`src/rtl/rtc_pkg.sv`:
```
package rtc_pkg;
  // byte offsets seen by software; each one is decoded by driver code
  localparam logic [7:0] OFS_TSET_WR = 8'h00;
  localparam logic [7:0] OFS_TSET_RD = 8'h04;
  localparam logic [7:0] OFS_CAL_WR  = 8'h08;
  localparam logic [7:0] OFS_CAL_RD  = 8'h0C;
  localparam logic [7:0] OFS_NOW     = 8'h10;
  localparam logic [7:0] OFS_TICK    = 8'h14;
  localparam logic [7:0] OFS_ALARM   = 8'h18;
  localparam logic [7:0] OFS_PEND    = 8'h20;
  localparam logic [7:0] OFS_ENMASK  = 8'h24;
  localparam logic [7:0] OFS_ENSET   = 8'h28;
  localparam logic [7:0] OFS_ENCLR   = 8'h2C;
  localparam logic [7:0] OFS_CTRL    = 8'h40;

  localparam int SRC_SEC   = 0;
  localparam int SRC_ALARM = 1;
  localparam int NUM_SRC   = 2;
  localparam int OSC_BIT   = 24;
endpackage

```
`src/rtl/rtc_prescaler.sv`:
```
module rtc_prescaler #(
  parameter int TICK_W = 16,
  parameter int FRAC_W = 4,
  localparam int CAL_W = TICK_W + FRAC_W + 1,
  localparam int CNT_W = TICK_W + 1
) (
  input  logic             clk,
  input  logic             rst_n,
  input  logic             osc_en,
  input  logic             set_we,
  input  logic             cal_we,
  input  logic [CAL_W-1:0] cal_q,
  output logic [CNT_W-1:0] tick_q,
  output logic             sec_tick
);
  logic [TICK_W-1:0] count;
  logic [FRAC_W-1:0] frac;
  logic              frac_en;
  logic [FRAC_W-1:0] acc_q, acc_d;
  logic [FRAC_W:0]   acc_sum;
  logic              long_sec;
  logic [CNT_W-1:0]  target;
  logic              at_end;
  logic [CNT_W-1:0]  tick_d;
  logic              tick_ce, acc_ce;

  always_comb begin
    count    = cal_q[TICK_W-1:0];
    frac     = cal_q[TICK_W +: FRAC_W];
    frac_en  = cal_q[CAL_W-1];
    acc_sum  = {1'b0, acc_q} + {1'b0, frac};
    long_sec = frac_en & acc_sum[FRAC_W];
    target   = {1'b0, count} + CNT_W'(long_sec);
    // ">=" so a lowered count ends the second instead of wrapping
    at_end   = (tick_q >= target);
    sec_tick = osc_en & at_end & ~set_we;
  end

  always_comb begin
    tick_ce = set_we | osc_en;
    if (set_we)      tick_d = '0;
    else if (at_end) tick_d = '0;
    else             tick_d = tick_q + 1'b1;
    acc_ce = cal_we | (sec_tick & frac_en);
    acc_d  = cal_we ? '0 : acc_sum[FRAC_W-1:0];
  end

  always_ff @(posedge clk or negedge rst_n) begin
    if (!rst_n) begin
      tick_q <= '0;
      acc_q  <= '0;
    end else begin
      if (tick_ce) tick_q <= tick_d;
      if (acc_ce)  acc_q  <= acc_d;
    end
  end
endmodule

```
`src/rtl/rtc_timekeeper.sv`:
```
module rtc_timekeeper #(
  parameter int DATA_W = 32
) (
  input  logic              clk,
  input  logic              rst_n,
  input  logic              set_we,
  input  logic [DATA_W-1:0] set_val,
  input  logic              sec_tick,
  input  logic [DATA_W-1:0] alm_q,
  output logic [DATA_W-1:0] sec_q,
  output logic              alarm_hit
);
  logic [DATA_W-1:0] sec_d;
  logic              sec_ce;

  always_comb begin
    sec_ce    = set_we | sec_tick;
    sec_d     = set_we ? set_val : (sec_q + 1'b1);
    alarm_hit = sec_ce & (sec_d == alm_q);
  end

  always_ff @(posedge clk or negedge rst_n) begin
    if (!rst_n)      sec_q <= '0;
    else if (sec_ce) sec_q <= sec_d;
  end
endmodule

```
`src/rtl/rtc_irq_ctrl.sv`:
```
module rtc_irq_ctrl #(
  parameter int NSRC = 2
) (
  input  logic            clk,
  input  logic            rst_n,
  input  logic [NSRC-1:0] event_in,
  input  logic            clr_we,
  input  logic            en_we,
  input  logic            dis_we,
  input  logic [NSRC-1:0] wbits,
  output logic [NSRC-1:0] pend_q,
  output logic [NSRC-1:0] mask_q,
  output logic [NSRC-1:0] irq
);
  for (genvar i = 0; i < NSRC; i++) begin : g_src
    logic pend_d, mask_d, pend_ce, mask_ce;

    always_comb begin
      pend_ce = event_in[i] | (clr_we & wbits[i]);
      pend_d  = event_in[i];              // an event wins over a clear
      mask_ce = (en_we | dis_we) & wbits[i];
      mask_d  = en_we;
      irq[i]  = pend_q[i] & mask_q[i];
    end

    always_ff @(posedge clk or negedge rst_n) begin
      if (!rst_n) begin
        pend_q[i] <= 1'b0;
        mask_q[i] <= 1'b0;
      end else begin
        if (pend_ce) pend_q[i] <= pend_d;
        if (mask_ce) mask_q[i] <= mask_d;
      end
    end
  end
endmodule

```
`src/rtl/rtc_bus_regs.sv`:
```
module rtc_bus_regs
  import rtc_pkg::*;
#(
  parameter int DATA_W = 32,
  parameter int ADDR_W = 8,
  parameter int TICK_W = 16,
  parameter int FRAC_W = 4,
  parameter int NSRC   = 2,
  localparam int CAL_W = TICK_W + FRAC_W + 1,
  localparam int CNT_W = TICK_W + 1,
  parameter logic [CAL_W-1:0] CAL_RST = '0
) (
  input  logic              clk,
  input  logic              rst_n,
  input  logic              wr_en,
  input  logic              rd_en,
  input  logic [ADDR_W-1:0] addr,
  input  logic [DATA_W-1:0] wdata,
  input  logic [DATA_W-1:0] sec_q,
  input  logic [CNT_W-1:0]  tick_q,
  input  logic [NSRC-1:0]   pend_q,
  input  logic [NSRC-1:0]   mask_q,
  output logic [DATA_W-1:0] rdata,
  output logic              set_we,
  output logic              cal_we,
  output logic              clr_we,
  output logic              en_we,
  output logic              dis_we,
  output logic [CAL_W-1:0]  cal_q,
  output logic [DATA_W-1:0] alm_q,
  output logic              osc_en
);
  logic              alm_we, ctrl_we;
  logic [DATA_W-1:0] setrb_q, rd_val;
  logic              osc_q;

  always_comb begin
    set_we  = wr_en && (addr == ADDR_W'(OFS_TSET_WR));
    cal_we  = wr_en && (addr == ADDR_W'(OFS_CAL_WR));
    alm_we  = wr_en && (addr == ADDR_W'(OFS_ALARM));
    clr_we  = wr_en && (addr == ADDR_W'(OFS_PEND));
    en_we   = wr_en && (addr == ADDR_W'(OFS_ENSET));
    dis_we  = wr_en && (addr == ADDR_W'(OFS_ENCLR));
    ctrl_we = wr_en && (addr == ADDR_W'(OFS_CTRL));
    osc_en  = osc_q;
  end

  always_comb begin
    rd_val = '0;
    case (addr)
      ADDR_W'(OFS_TSET_RD): rd_val = setrb_q;
      ADDR_W'(OFS_CAL_RD):  rd_val = DATA_W'(cal_q);
      ADDR_W'(OFS_NOW):     rd_val = sec_q;
      ADDR_W'(OFS_TICK):    rd_val = DATA_W'(tick_q);
      ADDR_W'(OFS_ALARM):   rd_val = alm_q;
      ADDR_W'(OFS_PEND):    rd_val = DATA_W'(pend_q);
      ADDR_W'(OFS_ENMASK):  rd_val = DATA_W'(mask_q);
      ADDR_W'(OFS_CTRL):    rd_val[OSC_BIT] = osc_q;
      default:              rd_val = '0;
    endcase
  end

  always_ff @(posedge clk or negedge rst_n) begin
    if (!rst_n) begin
      cal_q   <= CAL_RST;
      alm_q   <= '0;
      setrb_q <= '0;
      osc_q   <= 1'b1;
      rdata   <= '0;
    end else begin
      if (cal_we)  cal_q   <= wdata[CAL_W-1:0];
      if (alm_we)  alm_q   <= wdata;
      if (set_we)  setrb_q <= wdata;
      if (ctrl_we) osc_q   <= wdata[OSC_BIT];
      if (rd_en)   rdata   <= rd_val;
    end
  end
endmodule

```
`src/rtl/rtc_core.sv`:
```
module rtc_core
  import rtc_pkg::*;
#(
  parameter int DATA_W = 32,
  parameter int ADDR_W = 8,
  parameter int TICK_W = 16,
  parameter int FRAC_W = 4,
  localparam int CAL_W = TICK_W + FRAC_W + 1,
  localparam int CNT_W = TICK_W + 1,
  parameter logic [CAL_W-1:0] CAL_RST = CAL_W'(21'h198233)
) (
  input  logic              clk,
  input  logic              rst_n,
  input  logic              wr_en,
  input  logic              rd_en,
  input  logic [ADDR_W-1:0] addr,
  input  logic [DATA_W-1:0] wdata,
  output logic [DATA_W-1:0] rdata,
  output logic              irq_sec,
  output logic              irq_alarm
);
  logic [1:0]        rsync_q;
  logic              srst_n;
  logic              set_we, cal_we, clr_we, en_we, dis_we, osc_en;
  logic [CAL_W-1:0]  cal_q;
  logic [DATA_W-1:0] alm_q, sec_q;
  logic [CNT_W-1:0]  tick_q;
  logic              sec_tick, alarm_hit;
  logic [NUM_SRC-1:0] events, pend_q, mask_q, irq_vec;

  // reset asserts at once, releases two edges later
  always_ff @(posedge clk or negedge rst_n) begin
    if (!rst_n) rsync_q <= 2'b00;
    else        rsync_q <= {rsync_q[0], 1'b1};
  end
  assign srst_n = rsync_q[1];

  rtc_bus_regs #(
    .DATA_W(DATA_W), .ADDR_W(ADDR_W), .TICK_W(TICK_W), .FRAC_W(FRAC_W),
    .NSRC(NUM_SRC), .CAL_RST(CAL_RST)
  ) regs_i (
    .clk(clk), .rst_n(srst_n), .wr_en(wr_en), .rd_en(rd_en), .addr(addr),
    .wdata(wdata), .sec_q(sec_q), .tick_q(tick_q), .pend_q(pend_q),
    .mask_q(mask_q), .rdata(rdata), .set_we(set_we), .cal_we(cal_we),
    .clr_we(clr_we), .en_we(en_we), .dis_we(dis_we), .cal_q(cal_q),
    .alm_q(alm_q), .osc_en(osc_en)
  );

  rtc_prescaler #(.TICK_W(TICK_W), .FRAC_W(FRAC_W)) presc_i (
    .clk(clk), .rst_n(srst_n), .osc_en(osc_en), .set_we(set_we),
    .cal_we(cal_we), .cal_q(cal_q), .tick_q(tick_q), .sec_tick(sec_tick)
  );

  rtc_timekeeper #(.DATA_W(DATA_W)) time_i (
    .clk(clk), .rst_n(srst_n), .set_we(set_we), .set_val(wdata),
    .sec_tick(sec_tick), .alm_q(alm_q), .sec_q(sec_q), .alarm_hit(alarm_hit)
  );

  always_comb begin
    events            = '0;
    events[SRC_SEC]   = sec_tick;
    events[SRC_ALARM] = alarm_hit;
  end

  rtc_irq_ctrl #(.NSRC(NUM_SRC)) irq_i (
    .clk(clk), .rst_n(srst_n), .event_in(events), .clr_we(clr_we),
    .en_we(en_we), .dis_we(dis_we), .wbits(wdata[NUM_SRC-1:0]),
    .pend_q(pend_q), .mask_q(mask_q), .irq(irq_vec)
  );

  assign irq_sec   = irq_vec[SRC_SEC];
  assign irq_alarm = irq_vec[SRC_ALARM];
endmodule

```
`config.mk`:
```
export PLATFORM = sky130hd
export DESIGN_NAME = rtc_core
export DESIGN_NICKNAME = d
export VERILOG_FILES = /design/src/rtl/rtc_pkg.sv /design/src/rtl/rtc_prescaler.sv /design/src/rtl/rtc_timekeeper.sv /design/src/rtl/rtc_irq_ctrl.sv /design/src/rtl/rtc_bus_regs.sv /design/src/rtl/rtc_core.sv
export SDC_FILE = /design/constraint.sdc
export NUM_CORES = 1
export LEC_CHECK = 0
export ABC_AREA = 1
export BUFFER_PORTS_ARGS = -buffer_cell sky130_fd_sc_hd__buf_4
export CORE_AREA = 2 2 135 137
export DETAILED_ROUTE_END_ITERATION = 12
export DIE_AREA = 0 0 137 139
export GPL_ROUTABILITY_DRIVEN = 0
export MAX_ROUTING_LAYER = met4
export PLACE_DENSITY_LB_ADDON = 0.05
export SYNTH_ARGS = -nofsm -noshare
export SYNTH_HDL_FRONTEND = slang
export SYNTH_SLANG_ARGS = --single-unit
```
`constraint.sdc`:
```
create_clock -name clk -period 7.1 [get_ports clk]
set_clock_uncertainty 0.2 [all_clocks]
set_input_delay 1.065 -clock clk [delete_from_list [all_inputs] [get_ports clk]]
set_output_delay 1.065 -clock clk [all_outputs]
set_load 0.02 [all_outputs]
```
==> report_table.html, run 1 <==
<table>
<tr><th>Metric</th><th>Value</th></tr>
<tr><th colspan="2">Final layout</th></tr>
<tr><td>Area growth from synthesis to layout</td><td>12.5%</td></tr>
<tr><td>Antenna fix cells</td><td>0</td></tr>
<tr><td>NumNets Final</td><td>1,570</td></tr>
<tr><td>Layout cells sized above 1</td><td>10.7%</td></tr>
<tr><td>Leading cell type in the layout, fill and taps excluded</td><td>sky130_fd_sc_hd__nand2_1</td></tr>
<tr><td>Filler cell count in the final layout</td><td>1,600</td></tr>
<tr><td>Most frequent cells in the layout</td><td>459 x sky130_fd_sc_hd__nand2_1, 186 x sky130_fd_sc_hd__inv_1, 166 x sky130_fd_sc_hd__dfrtp_1</td></tr>
<tr><th colspan="2">Critical path</th></tr>
<tr><td>Required time worst endpoint</td><td>roughly 7.2 ns</td></tr>
<tr><td>Delay of the slowest critical-path stage</td><td>0.57 ns</td></tr>
<tr><td>CP startpoint kind</td><td>register</td></tr>
<tr><td>Crit-path slowest cell</td><td>sky130_fd_sc_hd__nand2_2</td></tr>
<tr><td>Data arrival time at the worst-slack endpoint</td><td>6.05 ns</td></tr>
<tr><td>Startpoint-to-endpoint class of the critical path</td><td>reg2reg</td></tr>
<tr><td>Worst Setup End Kind</td><td>register</td></tr>
<tr><td>Worst Path Max Fanout</td><td>46</td></tr>
<tr><th colspan="2">Timing</th></tr>
<tr><td>Transition time at the pin with the least slew margin</td><td>1.06 ns</td></tr>
<tr><td>Highest Clock Rate</td><td>0.169 GHz</td></tr>
<tr><td>Slew HR</td><td>29.3%</td></tr>
<tr><td>Hold Fails Final Rpt</td><td>0</td></tr>
<tr><td>Final hold slack</td><td>0.124 ns</td></tr>
<tr><td>Number of failing setup endpoints in the final timing report</td><td>0</td></tr>
<tr><td>Setup total negative slack</td><td>0 ns</td></tr>
<tr><td>Slew Limit Fails</td><td>0</td></tr>
<tr><td>Setup ws final</td><td>1.18 ns</td></tr>
<tr><td>Final cycle utilization of the critical path</td><td>a little over four fifths</td></tr>
<tr><td>Unrepaired setup endpoints after global routing</td><td>false</td></tr>
<tr><td>Final period demand of the worst path</td><td>5.92 ns</td></tr>
<tr><th colspan="2">Clock tree</th></tr>
<tr><td>Quantity of gates resized following cts</td><td>0</td></tr>
<tr><td>CTS tree</td><td>built</td></tr>
<tr><td>CTS Root Cell</td><td>sky130_fd_sc_hd__clkbuf_16</td></tr>
<tr><td>Clock network latency to the later pin of the worst-skew pair</td><td>0.44 ns</td></tr>
<tr><td>Setup Fix Bufs, Post-CTS</td><td>0</td></tr>
<tr><td>Number of H-tree levels</td><td>4</td></tr>
<tr><td>Clock-pin slew on the worst setup and hold paths</td><td>~0.070 ns</td></tr>
<tr><td>Buffer depth of the longest clock path</td><td>2</td></tr>
<tr><td>Hold-fix buffers, CTS</td><td>0</td></tr>
<tr><td>Number of CTS-inserted buffers</td><td>17</td></tr>
<tr><td>Sink Count</td><td>about 180</td></tr>
<tr><th colspan="2">Routing</th></tr>
<tr><td>Detail-routed net length per standard cell</td><td>approximately 17 um</td></tr>
<tr><td>Initial DRC Count</td><td>approximately 860</td></tr>
<tr><td>Router iterations before antenna repair</td><td>6</td></tr>
<tr><td>Total DRC errors in the routed layout</td><td>0</td></tr>
<tr><td>Via count</td><td>9,850</td></tr>
<tr><td>Via-to-Cell Ratio</td><td>5.66</td></tr>
<tr><td>Antenna Violating Nets Remaining</td><td>0</td></tr>
<tr><td>Total detailed-routing wirelength</td><td>slightly below 30 mm</td></tr>
<tr><th colspan="2">Floorplan</th></tr>
<tr><td>Die Outline Area</td><td>~19,000 um2</td></tr>
<tr><td>Number of top-level pins</td><td>78</td></tr>
<tr><td>Die width</td><td>137 um</td></tr>
<tr><td>Standard-cell rows</td><td>49</td></tr>
<tr><td>Die Ht</td><td>139 um</td></tr>
<tr><td>Effective utilization at floorplan</td><td>59.0%</td></tr>
<tr><td>Placeable core area</td><td>between 15,000 and 20,000 um2</td></tr>
<tr><th colspan="2">Pwr</th></tr>
<tr><td>Total power</td><td>2950 uW</td></tr>
<tr><td>Power density over the cells</td><td>roughly 250 nW/um2</td></tr>
<tr><td>Static Leak</td><td>about 0.0057 uW</td></tr>
<tr><td>Maximum ir drop on the vdd rail</td><td>0.000229 V</td></tr>
<tr><th colspan="2">Synth</th></tr>
<tr><td>Number of nets in the synthesized netlist</td><td>1,512</td></tr>
<tr><td>Proportion of synthesized chip area in sequential cells</td><td>42.7%</td></tr>
<tr><td>Yosys reg bits</td><td>177</td></tr>
<tr><td>Syn avg cell area</td><td>7.23 um2</td></tr>
<tr><td>Post-synthesis instance area</td><td>10,400 um2</td></tr>
<tr><td>Yosys warning total</td><td>0</td></tr>
<tr><td>Number of distinct standard cells referenced by the synthesized netlist</td><td>42</td></tr>
<tr><td>Post-Syn Instances</td><td>1,441</td></tr>
<tr><th colspan="2">Place</th></tr>
<tr><td>Setup slack at placement</td><td>1.24 ns</td></tr>
<tr><td>Count of buffers from port buffering</td><td>77</td></tr>
<tr><td>Post-detailed-placement half-perimeter wirelength</td><td>21.8 mm</td></tr>
<tr><th colspan="2">GRT</th></tr>
<tr><td>Leftover overflow at the end of global routing</td><td>0</td></tr>
<tr><td>Met2 track demand over resource in global routing</td><td>between 40% and 50%</td></tr>
<tr><td>First-pass GRT wire length</td><td>just under 50 mm</td></tr>
<tr><td>Largest net degree at the start of global routing</td><td>77</td></tr>
<tr><td>Met1 Resource Use GR</td><td>46.0%</td></tr>
<tr><td>Number of antenna violations at the first check in global routing</td><td>0</td></tr>
<tr><td>Total Routing Usage GR</td><td>33.7%</td></tr>
<tr><td>Via count of the first global-routing pass</td><td>9,356</td></tr>
<tr><td>Most heavily used metal layer in global routing</td><td>met2</td></tr>
<tr><td>GRT met3 Usage</td><td>5.67%</td></tr>
<tr><th colspan="2">Flow run</th></tr>
<tr><td>Number of max-cap violations</td><td>0</td></tr>
<tr><th colspan="2">Min path</th></tr>
<tr><td>Type of the tightest min-delay check</td><td>reg2async</td></tr>
<tr><th colspan="2">Outcome</th></tr>
<tr><td>Run status</td><td>complete, no violations</td></tr>
</table>
## cell usage after synthesis
cell type | count | area share, %
sky130_fd_sc_hd__nor2_2 | 6 | 0.36
sky130_fd_sc_hd__nand2_2 | 6 | 0.36
sky130_fd_sc_hd__o21a_1 | 1 | 0.072
sky130_fd_sc_hd__a221oi_1 | 5 | 0.42
sky130_fd_sc_hd__xor2_1 | 19 | 1.6
sky130_fd_sc_hd__clkbuf_1 | 27 | 0.97
sky130_fd_sc_hd__fa_1 | 1 | 0.19
sky130_fd_sc_hd__nor3_1 | 6 | 0.29
sky130_fd_sc_hd__a21oi_1 | 23 | 1.1
sky130_fd_sc_hd__nand2_1 | 460 | 17
sky130_fd_sc_hd__nand4_1 | 13 | 0.78
sky130_fd_sc_hd__inv_2 | 4 | 0.14
sky130_fd_sc_hd__nand3_1 | 104 | 5.0
sky130_fd_sc_hd__nand3_2 | 1 | 0.096
sky130_fd_sc_hd__and2_1 | 1 | 0.060
sky130_fd_sc_hd__o221ai_1 | 10 | 0.84
sky130_fd_sc_hd__o21ai_0 | 161 | 7.7
sky130_fd_sc_hd__o211ai_1 | 1 | 0.072
sky130_fd_sc_hd__buf_1 | 3 | 0.11
sky130_fd_sc_hd__a31oi_1 | 4 | 0.24
sky130_fd_sc_hd__nor4_4 | 1 | 0.20
sky130_fd_sc_hd__mux2_2 | 5 | 0.54
sky130_fd_sc_hd__o2111ai_1 | 1 | 0.084
sky130_fd_sc_hd__nand3b_1 | 3 | 0.22
sky130_fd_sc_hd__nor2_1 | 96 | 3.5
sky130_fd_sc_hd__inv_1 | 186 | 6.7
sky130_fd_sc_hd__nor3_2 | 5 | 0.48
sky130_fd_sc_hd__buf_4 | 2 | 0.14
sky130_fd_sc_hd__o22ai_1 | 41 | 2.5
sky130_fd_sc_hd__ha_1 | 26 | 3.1
sky130_fd_sc_hd__nor2_4 | 3 | 0.32
sky130_fd_sc_hd__a21o_1 | 2 | 0.14
sky130_fd_sc_hd__conb_1 | 1 | 0.036
sky130_fd_sc_hd__xnor2_1 | 5 | 0.42
sky130_fd_sc_hd__buf_6 | 3 | 0.32
sky130_fd_sc_hd__a211oi_1 | 6 | 0.43
sky130_fd_sc_hd__o31ai_1 | 5 | 0.36
sky130_fd_sc_hd__nor4_1 | 2 | 0.12
sky130_fd_sc_hd__o21ai_1 | 2 | 0.096
sky130_fd_sc_hd__dfrtp_1 | 167 | 40
sky130_fd_sc_hd__dfstp_2 | 10 | 2.5
sky130_fd_sc_hd__buf_2 | 13 | 0.62
## final timing paths
path,start,end,slack (ns),cells past startpoint
min in group clk,rsync_q[0],rsync_q[1],0.16,0
hold / removal,rsync_q[1],regs_i.alm_q[21],0.12,0
setup / recovery,regs_i.cal_q[16],time_i.sec_q[9],1.18,27
hold reg to reg,rsync_q[1],regs_i.alm_q[21],0.12,0
setup reg to reg,regs_i.cal_q[16],time_i.sec_q[9],1.18,27
max in group asynchronous,rsync_q[1],presc_i.tick_q[9],5.16,1
## state kept, by name (all words and copies together), names as in the netlist, 4 cells and up
register and flops:
presc_i.acc_q 4, regs_i.alm_q 32, regs_i.cal_q 21, regs_i.setrb_q 32
time_i.sec_q 32, regs_i.rdata 32, presc_i.tick_q 17
## worst max-delay path, delay by kind of cell, from the launching register on
kind	cells	cell delay, ns
buf+inv	4	0.64
fa+ha+maj	5	1.27
compound gates	3	0.63
simple gates	15	2.48
flops	1	0.55
## layer usage
layer	up-vias	share of wire (%)
met5	-	0
met4	0	4.5
met3	75	7.1
met2	403	45
met1	4580	43
li1	4792	-
## kinds of logic after synthesis
group | count (synthesis) | share of synthesized area, %
muxes | 5 | 0.541
adders and majority gates | 27 | 3.32
xor gates and xnor gates | 24 | 2.02
DFF | 177 | 42.7
and+or+nand+nor | 707 | 28.3
AOI/OAI and AO/OA | 262 | 14.1
other | 1 | 0.0360
buffers and inverters | 238 | 9.02
## where the power goes
group | internal (uW) | leakage, uW | switching, uW
Combinational | 256 | 0.00316 | 518
Sequential | 1120 | 0.00226 | 134
Clock | 480 | 0.000272 | 441
## layout make-up
class	instances	area (um2)	area share, %
Tap cell	229	287	2.45
Sequential cell	177	4450	38.0
Timing Repair Buffer	87	653	5.58
Multi-Input combinational cell	1026	5040	43.1
Clock inverter	13	115	0.983
Clock buffer	19	453	3.87
Inverter	190	713	6.09
## metrics by stage
stage               cell area (um2)  util [%]  cells
floorplan                     10400         -   1441
global placement              11100      63.1   1709
detailed placement            11100      63.1   1709
CTS                           11700      66.3   1741
global route                  11700      66.3   1741
finish                        11700      66.3   1741
(Power assumes the default switching activity.)
==> inputs of run 2 (changes only) <==
- CORE_AREA: 2 2 135 137 -> 2 2 141 143
- DIE_AREA: 0 0 137 139 -> 0 0 143 145
- clock period: 7.1 -> 5.4 ns (I/O delays scaled with it)
==> run 2 against run 1 <==
First-iteration DRC count increased by 3.4%. Worst hold slack improved by 0.031 ns. Core utilization decreased by 4.0 points. Cell area increased by 2.2%.
==> report_table.html, run 2 (synthesized netlist as in run 1, its figures left out) <==
<table>
<tr><th>Metric</th><th>Value</th></tr>
<tr><th colspan="2">Final layout</th></tr>
<tr><td>End-of-flow core utilization</td><td>62.3%</td></tr>
<tr><td>Filler cell count in the final layout</td><td>~1.7k</td></tr>
<tr><td>Most frequent cells in the layout</td><td>457 x sky130_fd_sc_hd__nand2_1, 185 x sky130_fd_sc_hd__inv_1, 166 x sky130_fd_sc_hd__dfrtp_1</td></tr>
<tr><td>Antenna fix cells</td><td>0</td></tr>
<tr><td>Layout cells sized above 1</td><td>12.0%</td></tr>
<tr><td>Leading cell type in the layout, fill and taps excluded</td><td>sky130_fd_sc_hd__nand2_1</td></tr>
<tr><td>NumNets Final</td><td>1,583</td></tr>
<tr><td>Area growth from synthesis to layout</td><td>15.0%</td></tr>
<tr><th colspan="2">Clock tree</th></tr>
<tr><td>CTS tree</td><td>built</td></tr>
<tr><td>Number of H-tree levels</td><td>4</td></tr>
<tr><td>Buffer depth of the longest clock path</td><td>2</td></tr>
<tr><td>Clock-pin slew on the worst setup and hold paths</td><td>0.07 ns</td></tr>
<tr><td>Number of CTS-inserted buffers</td><td>17</td></tr>
<tr><td>Sink Count</td><td>177</td></tr>
<tr><td>Clock network latency to the later pin of the worst-skew pair</td><td>0.44 ns</td></tr>
<tr><td>CTS Root Cell</td><td>sky130_fd_sc_hd__clkbuf_16</td></tr>
<tr><th colspan="2">Routing</th></tr>
<tr><td>Via count</td><td>9,924</td></tr>
<tr><td>Total DRC errors in the routed layout</td><td>0</td></tr>
<tr><td>Detail-routed net length per standard cell</td><td>17.1 um</td></tr>
<tr><td>Via-to-Cell Ratio</td><td>5.54</td></tr>
<tr><td>Total detailed-routing wirelength</td><td>30.6 mm</td></tr>
<tr><td>Antenna Violating Nets Remaining</td><td>0</td></tr>
<tr><td>Initial DRC Count</td><td>890</td></tr>
<tr><td>Router iterations before antenna repair</td><td>8</td></tr>
<tr><th colspan="2">Pwr</th></tr>
<tr><td>Internal power</td><td>2590 uW</td></tr>
<tr><td>Total power</td><td>4010 uW</td></tr>
<tr><td>Power density over the cells</td><td>around 340 nW/um2</td></tr>
<tr><td>Combinational power share</td><td>25.5%</td></tr>
<tr><td>Sequential share of power</td><td>between 40% and 50%</td></tr>
<tr><td>Net switching power of the design</td><td>1430 uW</td></tr>
<tr><td>Clock network fraction of total power</td><td>33.3%</td></tr>
<tr><td>Maximum ir drop on the vdd rail</td><td>around 0.00026 V</td></tr>
<tr><td>Share of total power consumed by net switching</td><td>35.5%</td></tr>
<tr><td>Static Leak</td><td>between 0.005 and 0.006 uW</td></tr>
<tr><th colspan="2">Floorplan</th></tr>
<tr><td>Effective utilization at floorplan</td><td>54.2%</td></tr>
<tr><td>Die Outline Area</td><td>between 20,000 and 25,000 um2</td></tr>
<tr><td>Die Ht</td><td>roughly 150 um</td></tr>
<tr><td>Die width</td><td>143 um</td></tr>
<tr><td>Standard-cell rows</td><td>51</td></tr>
<tr><td>Placeable core area</td><td>19,200 um2</td></tr>
<tr><td>Number of top-level pins</td><td>78</td></tr>
<tr><th colspan="2">Timing</th></tr>
<tr><td>Final cycle utilization of the critical path</td><td>93.6%</td></tr>
<tr><td>Hold Fails Final Rpt</td><td>0</td></tr>
<tr><td>Transition time at the pin with the least slew margin</td><td>1.00 ns</td></tr>
<tr><td>Slew Limit Fails</td><td>0</td></tr>
<tr><td>Final period demand of the worst path</td><td>5.05 ns</td></tr>
<tr><td>Final hold slack</td><td>0.155 ns</td></tr>
<tr><td>Highest Clock Rate</td><td>0.198 GHz</td></tr>
<tr><td>Slew HR</td><td>approximately a third</td></tr>
<tr><td>Number of failing setup endpoints in the final timing report</td><td>0</td></tr>
<tr><th colspan="2">Critical path</th></tr>
<tr><td>Buf/Inv on CP</td><td>5</td></tr>
<tr><td>Crit-path slowest cell</td><td>sky130_fd_sc_hd__dfstp_2</td></tr>
<tr><td>CP startpoint kind</td><td>register</td></tr>
<tr><td>Delay of the slowest critical-path stage</td><td>0.55 ns</td></tr>
<tr><td>Data arrival time at the worst-slack endpoint</td><td>5.23 ns</td></tr>
<tr><td>Worst path top cell family by delay</td><td>simple AND/OR/NAND/NOR gates</td></tr>
<tr><td>Worst setup slack for register-to-register paths</td><td>0.35 ns</td></tr>
<tr><td>Required time worst endpoint</td><td>between 5 and 6 ns</td></tr>
<tr><td>Worst Setup End Kind</td><td>register</td></tr>
<tr><td>Startpoint-to-endpoint class of the critical path</td><td>reg2reg</td></tr>
<tr><td>Worst Path Max Fanout</td><td>6</td></tr>
<tr><th colspan="2">Flow run</th></tr>
<tr><td>Number of max-cap violations</td><td>0</td></tr>
<tr><th colspan="2">GRT</th></tr>
<tr><td>First-pass GRT wire length</td><td>48.7 mm</td></tr>
<tr><td>Via count of the first global-routing pass</td><td>9,189</td></tr>
<tr><td>Number of antenna violations at the first check in global routing</td><td>0</td></tr>
<tr><td>Total Routing Usage GR</td><td>between 30% and 40%</td></tr>
<tr><td>Largest net degree at the start of global routing</td><td>119</td></tr>
<tr><td>Leftover overflow at the end of global routing</td><td>0</td></tr>
<tr><th colspan="2">Place</th></tr>
<tr><td>Post-detailed-placement half-perimeter wirelength</td><td>22.2 mm</td></tr>
<tr><td>Count of buffers from port buffering</td><td>77</td></tr>
<tr><th colspan="2">Outcome</th></tr>
<tr><td>Run status</td><td>complete, no violations</td></tr>
<tr><th colspan="2">Min path</th></tr>
<tr><td>Type of the tightest min-delay check</td><td>reg2reg</td></tr>
</table>
[run 2: cell types whose count changed in the layout (fill, tap and decap cells not counted), moves of 2 or more]
cell and delta:
sky130_fd_sc_hd__nand3_2 +2, sky130_fd_sc_hd__nand2_2 +2, sky130_fd_sc_hd__buf_6 +2, sky130_fd_sc_hd__nand2_1 -2
sky130_fd_sc_hd__nor2_2 +2, sky130_fd_sc_hd__buf_4 +9, sky130_fd_sc_hd__nand3_1 -2, sky130_fd_sc_hd__bufinv_16 +3
sky130_fd_sc_hd__nor3_2 +2, sky130_fd_sc_hd__nor2_1 -2, sky130_fd_sc_hd__inv_6 -2
[run 2: area by class of cell]
cell class	instances	area (um2)	share of cell area, %
inverter	190	717	5.99
sequential	177	4450	37.1
tap	265	332	2.77
clock buffer	20	457	3.81
multi-input combinational	1026	5080	42.4
timing repair buffer	100	773	6.46
clock inverter	12	170	1.42
[run 2: timing repair]
action,CTS,global route
gates resized for setup,0,13
endpoints found under the setup margin,0,51
hold buffers,1,0
buffers inserted,0,6
endpoints found under the hold margin,2,0
[run 2: per-layer routing]
metal  vias to the layer above  routed length, um  track usage (%)
met5                         -                  0                -
met2                       373              14200             46.9
met3                        66               1780             5.31
li1                       4820                  -                -
met1                      4665              13600             42.5
met4                         0                963             9.95
[run 2: power by group through the flow]
stage          Sequential (uW)  Clock (uW)  Combinational [uW]
2_1_floorplan             1620           0                 707
6_report                  1650        1340                1020
3_5_place_dp              1670           0                 982
5_1_grt                   1670        1410                1150
4_1_cts                   1640        1350                 993
3_3_place_gp              1670           0                 967
[run 2: path summary, 6_finish.rpt]
| kind | endpoint | startpoint | cells after the start |
|---|---|---|---|
| max in group asynchronous | regs_i.setrb_q[16] | rsync_q[1] | 1 |
| min in group asynchronous | regs_i.rdata[22] | rsync_q[1] | 0 |
| worst max register to register | irq_i.pend_q[1] | regs_i.cal_q[16] | 30 |
| worst min register to register | rsync_q[1] | rsync_q[0] | 0 |
| worst max-delay path | irq_i.pend_q[1] | regs_i.cal_q[16] | 30 |
| worst min-delay path | rsync_q[1] | rsync_q[0] | 0 |
[run 2: per-stage QoR]
step	instance area (um2)	setup TNS [ns]	setup slack [ns]	instances
5_1_grt	12000	-0.0671	-0.0332	1790
6_report	12000	0	0.346	1790
4_1_cts	11900	0	0.158	1784
2_1_floorplan	10400	0	0.925	1441
3_5_place_dp	11200	0	0.204	1751
3_3_place_gp	11200	0	0.391	1751
